**src/rtl/xop_pkg.sv**
```systemverilog
package xop_pkg;

    localparam int DATA_W    = 8;
    localparam int ADDR_W    = 13;
    localparam int NREGS     = 4;
    localparam int STK_DEPTH = 8;
    localparam int SEL_W     = $clog2(NREGS);
    localparam int SP_W      = $clog2(STK_DEPTH);
    localparam int HI_BITS   = ADDR_W - DATA_W;

    typedef logic [DATA_W-1:0] byte_t;
    typedef logic [ADDR_W-1:0] addr_t;

    localparam byte_t OPC_MUL     = 8'h90;
    localparam byte_t OPC_SWAP    = 8'h91;
    localparam byte_t OPC_TOP2REG = 8'h10;
    localparam byte_t OPC_REG2TOP = 8'h11;

    typedef enum logic [2:0] {
        K_IDLE,
        K_MUL,
        K_SWAP,
        K_TOP2REG,
        K_REG2TOP,
        K_BAD
    } op_kind_t;

    function automatic op_kind_t classify(input logic v, input byte_t c);
        op_kind_t k;
        if (!v)                    k = K_IDLE;
        else if (c == OPC_MUL)     k = K_MUL;
        else if (c == OPC_SWAP)    k = K_SWAP;
        else if (c == OPC_TOP2REG) k = K_TOP2REG;
        else if (c == OPC_REG2TOP) k = K_REG2TOP;
        else                       k = K_BAD;
        return k;
    endfunction

    function automatic logic is_known(input byte_t c);
        return (c == OPC_MUL) || (c == OPC_SWAP) ||
               (c == OPC_TOP2REG) || (c == OPC_REG2TOP);
    endfunction

    function automatic addr_t join_addr(input byte_t lo, input byte_t hi);
        return {hi[HI_BITS-1:0], lo};
    endfunction

endpackage

```
**src/rtl/xop_decode.sv**
```systemverilog
module xop_decode
    import xop_pkg::*;
(
    input  logic     valid,
    input  byte_t    code,
    output op_kind_t kind
);
    always_comb kind = classify(valid, code);
endmodule

```
**src/rtl/xop_stack.sv**
```systemverilog
module xop_stack
    import xop_pkg::*;
#(
    parameter int DEPTH = STK_DEPTH,
    parameter int AW    = ADDR_W,
    localparam int PW   = $clog2(DEPTH)
) (
    input  logic          clk,
    input  logic          rst,
    input  logic          push,
    input  logic          pop,
    input  logic [AW-1:0] push_addr,
    input  logic          top_we,
    input  logic [AW-1:0] top_wdata,
    output logic [AW-1:0] top,
    output logic [PW-1:0] sp
);
    localparam logic [PW-1:0] ONE = PW'(1);

    logic [DEPTH-1:0][AW-1:0] mem;
    logic [PW-1:0]            ptr;
    logic [PW-1:0]            ptr_up;
    logic [PW-1:0]            ptr_dn;

    // pointer arithmetic wraps modulo DEPTH (DEPTH is a power of two)
    assign ptr_up = ptr + ONE;
    assign ptr_dn = ptr - ONE;

    always_ff @(posedge clk) begin
        if (rst) begin
            mem <= '0;
            ptr <= '0;
        end else if (push) begin
            mem[ptr_up] <= push_addr;
            ptr         <= ptr_up;
        end else if (pop) begin
            ptr <= ptr_dn;
        end else if (top_we) begin
            mem[ptr] <= top_wdata;
        end
    end

    assign top = mem[ptr];
    assign sp  = ptr;

    a_r8_push_step: assert property (@(posedge clk) disable iff (rst)
        push |=> (sp == PW'($past(sp) + 1)) && (top == $past(push_addr)));
    a_r9_pop_wrap: assert property (@(posedge clk) disable iff (rst)
        (pop && !push) |=> sp == PW'($past(sp) - 1));
    a_r5_top_write: assert property (@(posedge clk) disable iff (rst)
        (top_we && !push && !pop) |=> (top == $past(top_wdata)) && $stable(sp));

endmodule

```
**src/rtl/xop_regfile.sv**
```systemverilog
module xop_regfile
    import xop_pkg::*;
#(
    parameter int DW = DATA_W,
    parameter int AW = ADDR_W,
    parameter int NR = NREGS,
    localparam int SW = $clog2(NR)
) (
    input  logic                clk,
    input  logic                rst,
    input  op_kind_t            kind,
    input  logic [AW-1:0]       top,
    input  logic                wr_en,
    input  logic [SW-1:0]       wr_sel,
    input  logic [DW-1:0]       wr_data,
    output logic [NR-1:0][DW-1:0] regs
);
    logic [2*DW-1:0] prod;

    assign prod = (2*DW)'(regs[0]) * (2*DW)'(regs[1]);

    always_ff @(posedge clk) begin
        if (rst) begin
            regs <= '0;
        end else begin
            unique case (kind)
                K_MUL: begin
                    regs[2] <= prod[DW-1:0];
                    regs[3] <= prod[2*DW-1:DW];
                end
                K_SWAP: begin
                    regs[0] <= regs[1];
                    regs[1] <= regs[0];
                end
                K_TOP2REG: begin
                    regs[0] <= top[DW-1:0];
                    regs[1] <= DW'(top[AW-1:DW]);
                end
                K_REG2TOP, K_BAD: ;
                default: begin
                    if (wr_en) regs[wr_sel] <= wr_data;
                end
            endcase
        end
    end

    a_r2_product: assert property (@(posedge clk) disable iff (rst)
        (kind == K_MUL) |=> ({regs[3], regs[2]} == $past(regs[0]) * $past(regs[1]))
                            && $stable(regs[0]) && $stable(regs[1]));
    a_r3_exchange: assert property (@(posedge clk) disable iff (rst)
        (kind == K_SWAP) |=> (regs[0] == $past(regs[1])) && (regs[1] == $past(regs[0])));
    a_r4_high_clear: assert property (@(posedge clk) disable iff (rst)
        (kind == K_TOP2REG) |=> regs[1][DW-1:AW-DW] == '0);
    a_r7_no_change: assert property (@(posedge clk) disable iff (rst)
        (kind == K_BAD) |=> $stable(regs));

endmodule

```
**src/rtl/xop_unit.sv**
```systemverilog
module xop_unit
    import xop_pkg::*;
(
    input  logic                    clk,
    input  logic                    rst,
    input  logic                    op_valid,
    input  logic [DATA_W-1:0]       op_code,
    output logic                    done,
    output logic                    unhandled,
    input  logic                    call_valid,
    input  logic [ADDR_W-1:0]       call_addr,
    input  logic                    ret_valid,
    output logic [ADDR_W-1:0]       ret_addr,
    output logic [SP_W-1:0]         stack_ptr,
    input  logic                    wr_en,
    input  logic [SEL_W-1:0]        wr_sel,
    input  logic [DATA_W-1:0]       wr_data,
    output logic [NREGS*DATA_W-1:0] regs_out
);
    op_kind_t                       kind;
    logic [NREGS-1:0][DATA_W-1:0]   regs;
    addr_t                          top;
    logic                           push;
    logic                           pop;

    xop_decode u_dec (
        .valid (op_valid),
        .code  (op_code),
        .kind  (kind)
    );

    // instruction strobe blocks the side ports; push beats pop
    assign push = !op_valid && call_valid;
    assign pop  = !op_valid && !call_valid && ret_valid;

    xop_stack #(.DEPTH(STK_DEPTH), .AW(ADDR_W)) u_stk (
        .clk       (clk),
        .rst       (rst),
        .push      (push),
        .pop       (pop),
        .push_addr (call_addr),
        .top_we    (kind == K_REG2TOP),
        .top_wdata (join_addr(regs[0], regs[1])),
        .top       (top),
        .sp        (stack_ptr)
    );

    xop_regfile #(.DW(DATA_W), .AW(ADDR_W), .NR(NREGS)) u_rf (
        .clk     (clk),
        .rst     (rst),
        .kind    (kind),
        .top     (top),
        .wr_en   (wr_en && !op_valid),
        .wr_sel  (wr_sel),
        .wr_data (wr_data),
        .regs    (regs)
    );

    always_ff @(posedge clk) begin
        if (rst) begin
            done      <= 1'b0;
            unhandled <= 1'b0;
        end else begin
            done      <= (kind != K_IDLE) && (kind != K_BAD);
            unhandled <= (kind == K_BAD);
        end
    end

    assign ret_addr = top;
    assign regs_out = regs;

    a_r6_done_pulse: assert property (@(posedge clk) disable iff (rst)
        (op_valid && is_known(op_code)) |=> done && !unhandled);
    a_r6_done_single: assert property (@(posedge clk) disable iff (rst)
        !op_valid |=> !done && !unhandled);
    a_r7_flag: assert property (@(posedge clk) disable iff (rst)
        (op_valid && !is_known(op_code)) |=> unhandled && !done);
    a_r10_sp_hold: assert property (@(posedge clk) disable iff (rst)
        op_valid |=> $stable(stack_ptr));
    a_r1_flags_excl: assert property (@(posedge clk) disable iff (rst)
        !(done && unhandled));

endmodule

```
**config.mk**
```make
export PLATFORM = sky130hd
export DESIGN_NAME = xop_unit
export DESIGN_NICKNAME = d
export VERILOG_FILES = /design/src/rtl/xop_pkg.sv /design/src/rtl/xop_decode.sv /design/src/rtl/xop_stack.sv /design/src/rtl/xop_regfile.sv /design/src/rtl/xop_unit.sv
export SDC_FILE = /design/constraint.sdc
export NUM_CORES = 1
export LEC_CHECK = 0
export BUFFER_PORTS_ARGS = -buffer_cell sky130_fd_sc_hd__buf_2
export CAP_MARGIN = 15
export CORE_MARGIN = 2
export CORE_UTILIZATION = 55
export DETAILED_ROUTE_END_ITERATION = 16
export PLACE_DENSITY = 0.83
export SLEW_MARGIN = 20
export SYNTH_ARGS = -nofsm -noshare
export SYNTH_HDL_FRONTEND = slang
export SYNTH_SLANG_ARGS = --single-unit
```
**constraint.sdc**
```tcl
create_clock -name clk -period 11.05 [get_ports clk]
set_clock_uncertainty 0.15 [all_clocks]
set_input_delay 2.7625 -clock clk [delete_from_list [all_inputs] [get_ports clk]]
set_output_delay 2.7625 -clock clk [all_outputs]
set_load 0.01 [all_outputs]
```
==> impl_metrics.toml <==
[status]
status = "finished, final reports clean"

[run]
drv_cap = 0

[power]
peakVddDrop_v = 0.0001006
power_leakage_nw = 4.242
clockPowerShare = 0.463
sequentialPowerShare = 0.389
power.share.combinational = 0.148
p_sw_frac = 0.2848
power_density_nw_per_um2 = 126.6
power.total_w = 0.001395
switchingPower_w = 0.0003973
p_int_w = 0.0009974

[critical_path]
crit_chain = "buf_4, clkinv_1, a221oi_1, o22ai_1, buf_2"
r2r_start = "u_rf.regs[12]"
worstSetupEndpointType = "output pin"
worstPathRequired_ps = 8140
arrival_ps = 2530
worst-path-buf-inv = 3
crit_slowest_cell = "buf_4"
path_max_fanout = 46
cp_top_family = "buffers and inverters"
critPathKind = "flop to output pin"
slowest_delay_ps = 530
cp-start-kind = "flop"
crit_start = "u_stk.sp[0]"

[synth]
synth-seq-area-share = 0.2813
synth_nets = 1249
synth.distinct_cells = 68
async_flop_share = 0
synthCells = 1138
ys_seq_elements = 141
postSynthAreaPerCell_um2 = 8.818
yosysWarningCount = 0
syn_area_um2 = 10030
synth-edff-count = 0
synth_ff_type = "dfxtp_1"

[die]
die_h_um = 139.1
core.rowCount = 49
io_pins = 87
dieWidth_um = 139.1
coreArea_um2 = 17900
die-area_um2 = 19340
start_util = 0.5605

[clocking]
cts_num_sinks = 141
clock_path_buffers = 2
cts.clk_slew.worst_paths_ps = 60
cts_tree = "done"
htreeDepth = 4
numCtsBuffers = 17
cts_root_buf = "clkbuf_16"
clk_latency_ps = 440
cts_resized = 0
cts_setup_buffers = 0
postCtsHoldBufs = 0

[drt]
first_pass_iters = 5
remaining_drc_errors = 0
viasPerCell = 6.694
wirelength_mm = 31.47
drt-initial-drc-count = 1177
antenna_left = 0
vias = 9298
avgRoutedWirePerCell_um = 22.65

[grt]
overflow = 0
grt_pass1_wl_mm = 49.27
grtUsageMet1 = 0.4230
top_usage_layer = "met2"
use_met3 = 0.08356
antenna_found_initial = 0
grt_max_degree = 79
track_usage = 0.3223
use_met2 = 0.4879
grt_pass1_vias = 8966

[placed_design]
hpwlAfterDp_mm = 21.03
gp_congestion = 1.016
port_buffers = 86

[timing]
hold_viol_final = 0
slew_headroom = 0.3110
slew_viol_final = 0
tns_ps = 0
setup_viol_count_final = 0
rsz0062_at_grt = "no"
min_period_ps = 5439
worst_pin_slew_ps = 1032
max_freq_mhz = 183.9
fin_crit_sh = 0.4922

[layout]
antennaDiodeCount = 0
finalNetCount = 1259
drive_gt1_frac = 0.2052
register_area_um2 = 2824
nFillCells = 1491
multiInputGateArea_um2 = 6432
syn_to_final_growth_pct = 9.751

[hold_path]
hold_class = "flop to flop"
min_from = "u_stk.mem[13]"
## cell families (layout without fill, tap and decap cells)
family | count (synthesis) | after routing | synth area share
and+or+nand+nor | 374 | 374 | 0.1813
xor gates and xnor gates | 12 | 12 | 0.01197
AOI/OAI and AO/OA | 329 | 329 | 0.2695
buffers and inverters | 169 | 191 | 0.07943
adders and majority gates | 74 | 74 | 0.1192
muxes | 39 | 39 | 0.05736
DFF | 141 | 141 | 0.2813
## final cells by class
type                       instances  area share
multi-input combinational        828      0.5841
sequential                       141      0.2564
inverter                          49     0.01670
tap                              229     0.02602
clock inverter                    13     0.01920
clock buffer                      18     0.03988
timing repair buffer             111     0.05771
## sequential cells by signal, indices dropped and copies added, names as in the netlist
register and flops:
u_stk.mem 104, u_rf.regs 32, u_stk.sp 3, done 1, unhandled 1
## synth_stat cells (9+ instances only)
library cell  instances  area (um^2)
nor2_1              170        638.1
dfxtp_1             141         2823
a22oi_1             110        825.8
a211oi_1             80        600.6
clkbuf_1             65        244.0
and2_1               63        394.1
nand2_1              58        217.7
inv_1                47        176.4
a211oi_2             42        525.5
ha_1                 38        475.5
fa_1                 36        720.7
buf_2                31        155.2
a21oi_1              22        110.1
o21ai_0              18        90.09
mux2i_1              17        170.2
nand3_1              15        75.07
mux4_2               14        315.3
buf_4                13        97.59
nor3_1               12        60.06
a221oi_1             10        87.58
buf_6                10        112.6
nor2b_1              10        62.56
xnor2_1               9        78.83
## layer usage
layer,vias up,wire (um)
li1,4097,-
met1,4482,12050
met2,596,14050
met3,123,3813
met4,0,1554
met5,-,0
## per-stage QoR
step | instance area, um^2 | std cells | util | setup WS, ps | hold WS, ps
after global placement | 10310 | 1356 | 0.5762 | 5984 | 333.1
final | 11010 | 1389 | 0.6152 | 5611 | 350.6
after CTS | 10970 | 1387 | 0.6127 | 5651 | 350.8
after floorplan | 10030 | 1138 | - | 6397 | 323.8
after detailed placement | 10320 | 1356 | 0.5763 | 5875 | 340.7
after global routing | 11010 | 1389 | 0.6152 | 5517 | 368.1
## placed cells by master (no fill, tap or decap), types with 3 or more instances in the layout
cell	Yosys	layout
nor2_2	0	4
dfxtp_1	141	140
nand2_2	3	3
o21a_1	6	6
inv_6	0	3
o22ai_1	8	8
a31oi_1	3	3
nand2b_1	8	8
clkbuf_16	0	17
mux4_2	14	14
nor4_1	4	4
and3_1	5	5
mux2_2	8	8
a221oi_1	10	10
nor2b_1	10	10
a21o_1	3	3
a211oi_2	42	42
buf_4	13	24
inv_1	47	47
a211oi_1	80	80
nor3_1	12	12
o21ai_0	18	18
mux2i_1	17	17
nand3_1	15	15
bufinv_16	0	5
o211a_1	3	3
nor2_1	170	166
a22oi_1	110	110
buf_2	31	85
nor3_2	4	4
xnor2_1	9	9
o32ai_4	3	3
and2_0	5	5
nand2_1	58	58
and2_1	63	63
ha_1	38	38
a21oi_1	22	22
fa_1	36	36
## tightest hold or removal path: stages (launching register included)
cell,delay (ps)
dfxtp_1,310
nor2_1,90
a211oi_1,50
## final timing paths
| path | depth (start not counted) | slack (ps) | to |
|---|---|---|---|
| hold reg to reg | 2 | 350 | u_stk.mem[13] |
| setup reg to reg | 15 | 5940 | u_rf.regs[26] |
| hold / removal | 2 | 350 | u_stk.mem[13] |
| setup / recovery | 5 | 5610 | ret_addr[10] |
## power by group through the flow
| stage | Clock, W | Combinational (W) | Sequential (W) |
|---|---|---|---|
| 5_1_grt | 0.000663 | 0.000217 | 0.000543 |
| 6_report | 0.000646 | 0.000206 | 0.000542 |
| 4_1_cts | 0.000644 | 0.000199 | 0.000541 |
| 3_5_place_dp | 0 | 0.000197 | 0.000552 |
| 2_1_floorplan | 0 | 0.000141 | 0.000546 |
| 3_3_place_gp | 0 | 0.000194 | 0.000551 |
Power figures use the tool's default switching activity.
